<file path="src/rtl/coll_pkg.sv">
package coll_pkg;

    typedef enum logic [1:0] {
        KIND_REDUCE = 2'd0,
        KIND_BCAST  = 2'd1,
        KIND_SEND   = 2'd2,
        KIND_RECV   = 2'd3
    } kind_e;

    typedef enum logic [1:0] {
        OP_ADD  = 2'd0,
        OP_MIN  = 2'd1,
        OP_MAX  = 2'd2,
        OP_COPY = 2'd3
    } op_e;

    typedef enum logic [1:0] {
        ROLE_IDLE = 2'd0,
        ROLE_SEND = 2'd1,
        ROLE_RECV = 2'd2
    } role_e;

    function automatic op_e effective_op(kind_e k, op_e o);
        return (k == KIND_BCAST) ? OP_COPY : o;
    endfunction

endpackage

</file>
<file path="src/rtl/coll_role_gen.sv">
module coll_role_gen
    import coll_pkg::*;
#(
    parameter int ID_W  = 5,
    parameter int DEP_W = 3
) (
    input  kind_e              kind,
    input  logic [DEP_W-1:0]   depth,
    input  logic [DEP_W-1:0]   step,
    input  logic [ID_W-1:0]    core,
    input  logic [ID_W-1:0]    peer_in,
    output role_e              role,
    output logic [ID_W-1:0]    peer
);
    logic             in_range;
    logic [DEP_W-1:0] level;
    logic [ID_W-1:0]  bit_k;
    logic [ID_W-1:0]  below;
    logic             is_upper;
    logic             is_lower;

    always_comb begin
        in_range = (step < depth) && (depth <= DEP_W'(ID_W))
                   && ((core >> depth) == '0);
        level    = (kind == KIND_BCAST) ? (depth - step - DEP_W'(1)) : step;
        bit_k    = ID_W'(1) << level;
        below    = bit_k - ID_W'(1);
        is_upper = ((core & bit_k) != '0) && ((core & below) == '0);
        is_lower = ((core & (bit_k | below)) == '0);
    end

    always_comb begin
        role = ROLE_IDLE;
        peer = '0;
        unique case (kind)
            KIND_SEND: begin
                role = ROLE_SEND;
                peer = peer_in;
            end
            KIND_RECV: begin
                role = ROLE_RECV;
                peer = peer_in;
            end
            default: begin
                if (in_range && is_upper) begin
                    role = (kind == KIND_REDUCE) ? ROLE_SEND : ROLE_RECV;
                    peer = core - bit_k;
                end else if (in_range && is_lower) begin
                    role = (kind == KIND_REDUCE) ? ROLE_RECV : ROLE_SEND;
                    peer = core + bit_k;
                end
            end
        endcase
    end
endmodule

</file>
<file path="src/rtl/coll_lane_combine.sv">
module coll_lane_combine
    import coll_pkg::*;
#(
    parameter int LANES  = 8,
    parameter int LANE_W = 32
) (
    input  op_e                        op,
    input  logic                       take,
    input  logic [LANES*LANE_W-1:0]    local_d,
    input  logic [LANES*LANE_W-1:0]    recv_d,
    output logic [LANES*LANE_W-1:0]    merged
);
    for (genvar g = 0; g < LANES; g++) begin : g_lane
        logic [LANE_W-1:0] a;
        logic [LANE_W-1:0] b;
        logic [LANE_W-1:0] r;
        logic              a_lt_b;
        assign a      = local_d[g*LANE_W +: LANE_W];
        assign b      = recv_d[g*LANE_W +: LANE_W];
        assign a_lt_b = $signed(a) < $signed(b);
        always_comb begin
            unique case (op)
                OP_ADD:  r = a + b;
                OP_MIN:  r = a_lt_b ? a : b;
                OP_MAX:  r = a_lt_b ? b : a;
                default: r = b;
            endcase
        end
        assign merged[g*LANE_W +: LANE_W] = take ? r : a;
    end
endmodule

</file>
<file path="src/rtl/coll_step_sched.sv">
module coll_step_sched
    import coll_pkg::*;
#(
    parameter int ID_W   = 5,
    parameter int LANES  = 8,
    parameter int LANE_W = 32,
    localparam int DEP_W = $clog2(ID_W + 1),
    localparam int DAT_W = LANES * LANE_W
) (
    input  logic             clk,
    input  logic             rst,
    input  logic             in_valid,
    input  logic [1:0]       in_kind,
    input  logic [1:0]       in_op,
    input  logic [DEP_W-1:0] in_depth,
    input  logic [DEP_W-1:0] in_step,
    input  logic [ID_W-1:0]  in_core,
    input  logic [ID_W-1:0]  in_peer,
    input  logic [DAT_W-1:0] in_local,
    input  logic [DAT_W-1:0] in_recv,
    output logic             out_valid,
    output logic [1:0]       out_role,
    output logic [ID_W-1:0]  out_peer,
    output logic [1:0]       out_op,
    output logic [DAT_W-1:0] out_data
);
    kind_e            kind;
    op_e              op_eff;
    role_e            role_c;
    logic [ID_W-1:0]  peer_c;
    logic [DAT_W-1:0] data_c;

    assign kind   = kind_e'(in_kind);
    assign op_eff = effective_op(kind, op_e'(in_op));

    coll_role_gen #(.ID_W(ID_W), .DEP_W(DEP_W)) role_i (
        .kind    (kind),
        .depth   (in_depth),
        .step    (in_step),
        .core    (in_core),
        .peer_in (in_peer),
        .role    (role_c),
        .peer    (peer_c)
    );

    coll_lane_combine #(.LANES(LANES), .LANE_W(LANE_W)) comb_i (
        .op      (op_eff),
        .take    (role_c == ROLE_RECV),
        .local_d (in_local),
        .recv_d  (in_recv),
        .merged  (data_c)
    );

    always_ff @(posedge clk) begin
        if (rst) begin
            out_valid <= 1'b0;
            out_role  <= ROLE_IDLE;
            out_peer  <= '0;
            out_op    <= OP_ADD;
            out_data  <= '0;
        end else begin
            out_valid <= in_valid;
            if (in_valid) begin
                out_role <= role_c;
                out_peer <= peer_c;
                out_op   <= op_eff;
                out_data <= data_c;
            end
        end
    end
endmodule

</file>
<file path="config.mk">
export PLATFORM = sky130hd
export DESIGN_NAME = coll_step_sched
export DESIGN_NICKNAME = d
export VERILOG_FILES = /design/src/rtl/coll_pkg.sv /design/src/rtl/coll_role_gen.sv /design/src/rtl/coll_lane_combine.sv /design/src/rtl/coll_step_sched.sv
export SDC_FILE = /design/constraint.sdc
export NUM_CORES = 2
export LEC_CHECK = 0
export ABC_AREA = 1
export BUFFER_PORTS_ARGS = -buffer_cell sky130_fd_sc_hd__buf_2
export CORE_AREA = 2 2 314 316
export CTS_CLUSTER_SIZE = 8
export DETAILED_ROUTE_END_ITERATION = 12
export DIE_AREA = 0 0 316 318
export GPL_ROUTABILITY_DRIVEN = 0
export PLACE_DENSITY = 0.76
export SYNTH_ARGS = -nofsm -noshare
export SYNTH_HDL_FRONTEND = slang
export SYNTH_SLANG_ARGS = --single-unit
</file>
<file path="constraint.sdc">
create_clock -name clk -period 7.9 [get_ports clk]
set_clock_uncertainty 0.2 [all_clocks]
set_input_delay 0.79 -clock clk [delete_from_list [all_inputs] [get_ports clk]]
set_output_delay 0.79 -clock clk [all_outputs]
set_load 0.005 [all_outputs]
</file>
==> qor.txt <==
Max-Cap Viols: 0
# setup viols final: 0
worst slew pin tran: 1.30 ns
# Post-CTS Setup Buffers: 0
Core Box Area: 97400 sq um
CTS tree: yes
arrival time worst endpoint: 5.50 ns
post-cts repair resize count: 0
DRT iter0 DRCs: 7272
RR Endpoint: out_data[122]$_SDFFE_PP0P_
initial core utilization: 0.471
Final Cell Area: 51900 sq um
CP Cell Sequence: buf_2, inv_1, ha_1, fa_1, xor2_1, nand2_1, o21a_1, inv_1, nor3_1, inv_1, ha_1, nand2_1, nand4_1, a21oi_1, nand3_2, nand2_1, inv_1, nand2_1, nand2_8, buf_12, a21oi_1, nand2_1, a21oi_1
Post-CTS Hold Fix Bufs: 0
worst vdd ir: 0.139 mV
largest net degree at the start of global routing: 172
syn_nets: 9425
dpl ws: 2.20 ns
synth cell count leaders: nand2_1, a21oi_1, inv_1, nand3_1, nor2_1
#FFs+latches synth: 266
global-route wire length before repair: 303 mm
number of vias per cell: 5.96
setup slack after layout: 2.74 ns
pwr/cell area: 134 nW/um^2
Leak Pwr: 0.0273 uW
cell with the most instances after synthesis: nand2_1
Crit Reg-Reg Startpoint: out_data[122]$_SDFFE_PP0P_
type of the worst setup path: input pin to flop
Area after DPL: 50400 sq um
routed len/inst: 19.3 um
Post-synth ARST share: 0
total track usage: 0.373
total CTS buffers: 43
Total Wirelength: 199 mm
CP Buf/Inv Count: 6
# IOs: 801
Hold Fails Final Rpt: 0
# DRC: 0
Synthesis Warnings: 0
Fmax: 194 MHz
number of I/O port buffers: 800
initial antenna violation count: 89
synth top area cells: nand2_1, ha_1, a21oi_1, dfxtp_1, inv_1
Hold Path Origin: out_peer[4]$_SDFFE_PP0P_
synthesized area per cell: 5.50 sq um
fin crit period: 5.16 ns
Worst slew margin: 0.131
routed via count: 61300
clk slew on worst S/H paths: 0.05 ns
Pre-Repair DR Iteration Count: 8
WHS Path Cells: 2
Setup crit start kind: input pin
top-area cell type share of the netlist area: 0.174
CTS Buffer Depth: 3
Max Slew Vio Count: 0
vias in the first global route: 55500
Hold Slack: 0.260 ns
FF-to-FF setup slack: 6.76 ns
Rows: 115
post-synth top area cell: nand2_1
status: complete, no violations
Post-synth EDFFs: 0
Critical Path RT: 8.24 ns
Post-Syn Area: 45900 sq um
RSZ-0062 raised after global routing: no
Final TNS setup: 0 ns
Worst Path Max Fanout: 149
CTS H-tree depth: 2
crit-path leading delay family: simple AND/OR/NAND/NOR gates
Critical Path Max Stage Delay: 0.39 ns
estimated wirelength of the detail-placed design: 148 mm
Final Cycle Share: 0.653
Top cell by count, worst path: nand2_1
Top FF cell, synth: dfxtp_1
Root Driver: clkbuf_16
sequential area share after synthesis: 0.116
Netlist cell types: 46
fill count: 10100
Final Util: 0.533
clock sinks: 266
chip height: 318 um
Die Span X: 316 um
crit end category: flop
Post-DRT Antenna Nets: 0
Slowest cell on crit path: nand2_8
die area: 100000 sq um
NumNets Final: 9977
total gr overflow: 0
layout cell share with drive strength beyond 1: 0.112
synthesized netlist cell count: 8356
worst min path class: flop to flop
worst-case reg-to-reg path depth: 2
Clock Latency Late Sink: 0.63 ns
hold path endpoint: out_peer[4]$_SDFFE_PP0P_
P&R area growth vs syn: 13.0%
[metal layers]
metal | up-vias | wire length, um | share of wire | GRT usage
met3 | 868 | 25000 | 0.13 | 0.102
met5 | - | 297 | 0.0015 | 0
li1 | 28700 | - | - | -
met4 | 48 | 15100 | 0.076 | 0.266
met2 | 3983 | 84700 | 0.43 | 0.573
met1 | 27600 | 73900 | 0.37 | 0.446
[tightest hold or removal path, stage by stage (launching register included)]
cell and delay (ns):
dfxtp_1 0.30, nand2_1 0.05, a21oi_1 0.06
[cells by family after synthesis]
kind of cell,Yosys count,synth area share
simple gates,3998,0.373
flops,266,0.116
fa+ha+maj,534,0.147
xor+xnor,23,0.00439
compound gates,2036,0.230
buf+inv,1499,0.129
[cell usage in the layout (no fill, tap or decap), types with 11 or more instances in the layout]
| cell | count |
|---|---|
| nor2_2 | 14 |
| o21bai_1 | 42 |
| and3_1 | 13 |
| a21boi_0 | 12 |
| nand3_1 | 787 |
| ha_1 | 523 |
| buf_4 | 30 |
| clkbuf_16 | 45 |
| dfxtp_1 | 266 |
| or2_2 | 20 |
| a21oi_1 | 1204 |
| inv_1 | 1158 |
| nor4_1 | 12 |
| o21ai_0 | 626 |
| nor2_1 | 629 |
| nor2_4 | 13 |
| nand4_1 | 241 |
| nand2_1 | 2133 |
| a21o_1 | 40 |
| o21ai_1 | 46 |
| nor3_1 | 84 |
| a31oi_1 | 21 |
| xor2_1 | 21 |
| fa_1 | 11 |
| diode_2 | 68 |
| o21a_1 | 26 |
| buf_2 | 799 |
| nand2_2 | 29 |
[registers in the layout, indices dropped and copies added, names as in the netlist]
name / flops
out_role: 2
out_peer: 5
out_valid: 1
out_data: 256
out_op: 2
[worst max-delay path by stage]
| stage | start | to | slack, ns | depth (start not counted) |
|---|---|---|---|---|
| finish | in_step[0] | out_data[131]$_SDFFE_PP0P_ | 2.74 | 23 |
| CTS | in_step[0] | out_data[119]$_SDFFE_PP0P_ | 2.85 | 24 |
| global placement | in_step[0] | out_data[212]$_SDFFE_PP0P_ | 2.41 | 23 |
| global route | in_kind[0] | out_data[119]$_SDFFE_PP0P_ | 2.46 | 24 |
| detailed placement | in_step[0] | out_data[20]$_SDFFE_PP0P_ | 2.20 | 23 |
| floorplan | in_step[0] | out_data[11]$_SDFFE_PP0P_ | 3.74 | 23 |
[through the flow]
| stage | power (uW) | std cells |
|---|---|---|
| floorplan | 3770 | 8356 |
| global placement | 4800 | 10200 |
| detailed placement | 4860 | 10200 |
| CTS | 6820 | 10200 |
| global route | 7320 | 10300 |
| finish | 6930 | 10300 |
[power breakdown]
| group | switching, uW | leakage [uW] | internal (uW) |
|---|---|---|---|
| registers | 79.3 | 0.00221 | 1450 |
| logic | 2370 | 0.0244 | 1080 |
| clock network | 794 | 0.000658 | 1160 |
[final cells by class]
cell class                 instances  area, sq um  area share
antenna                           68          170     0.00328
clock buffer                      61         1270      0.0244
clock inverter                     4         70.1     0.00135
inverter                        1170         4410      0.0850
multi-input combinational       6591        34700       0.668
sequential                       266         5330       0.103
tap                             1287         1610      0.0310
timing repair buffer             836         4360      0.0840
Note: power is estimated with default switching activity, not from simulation.
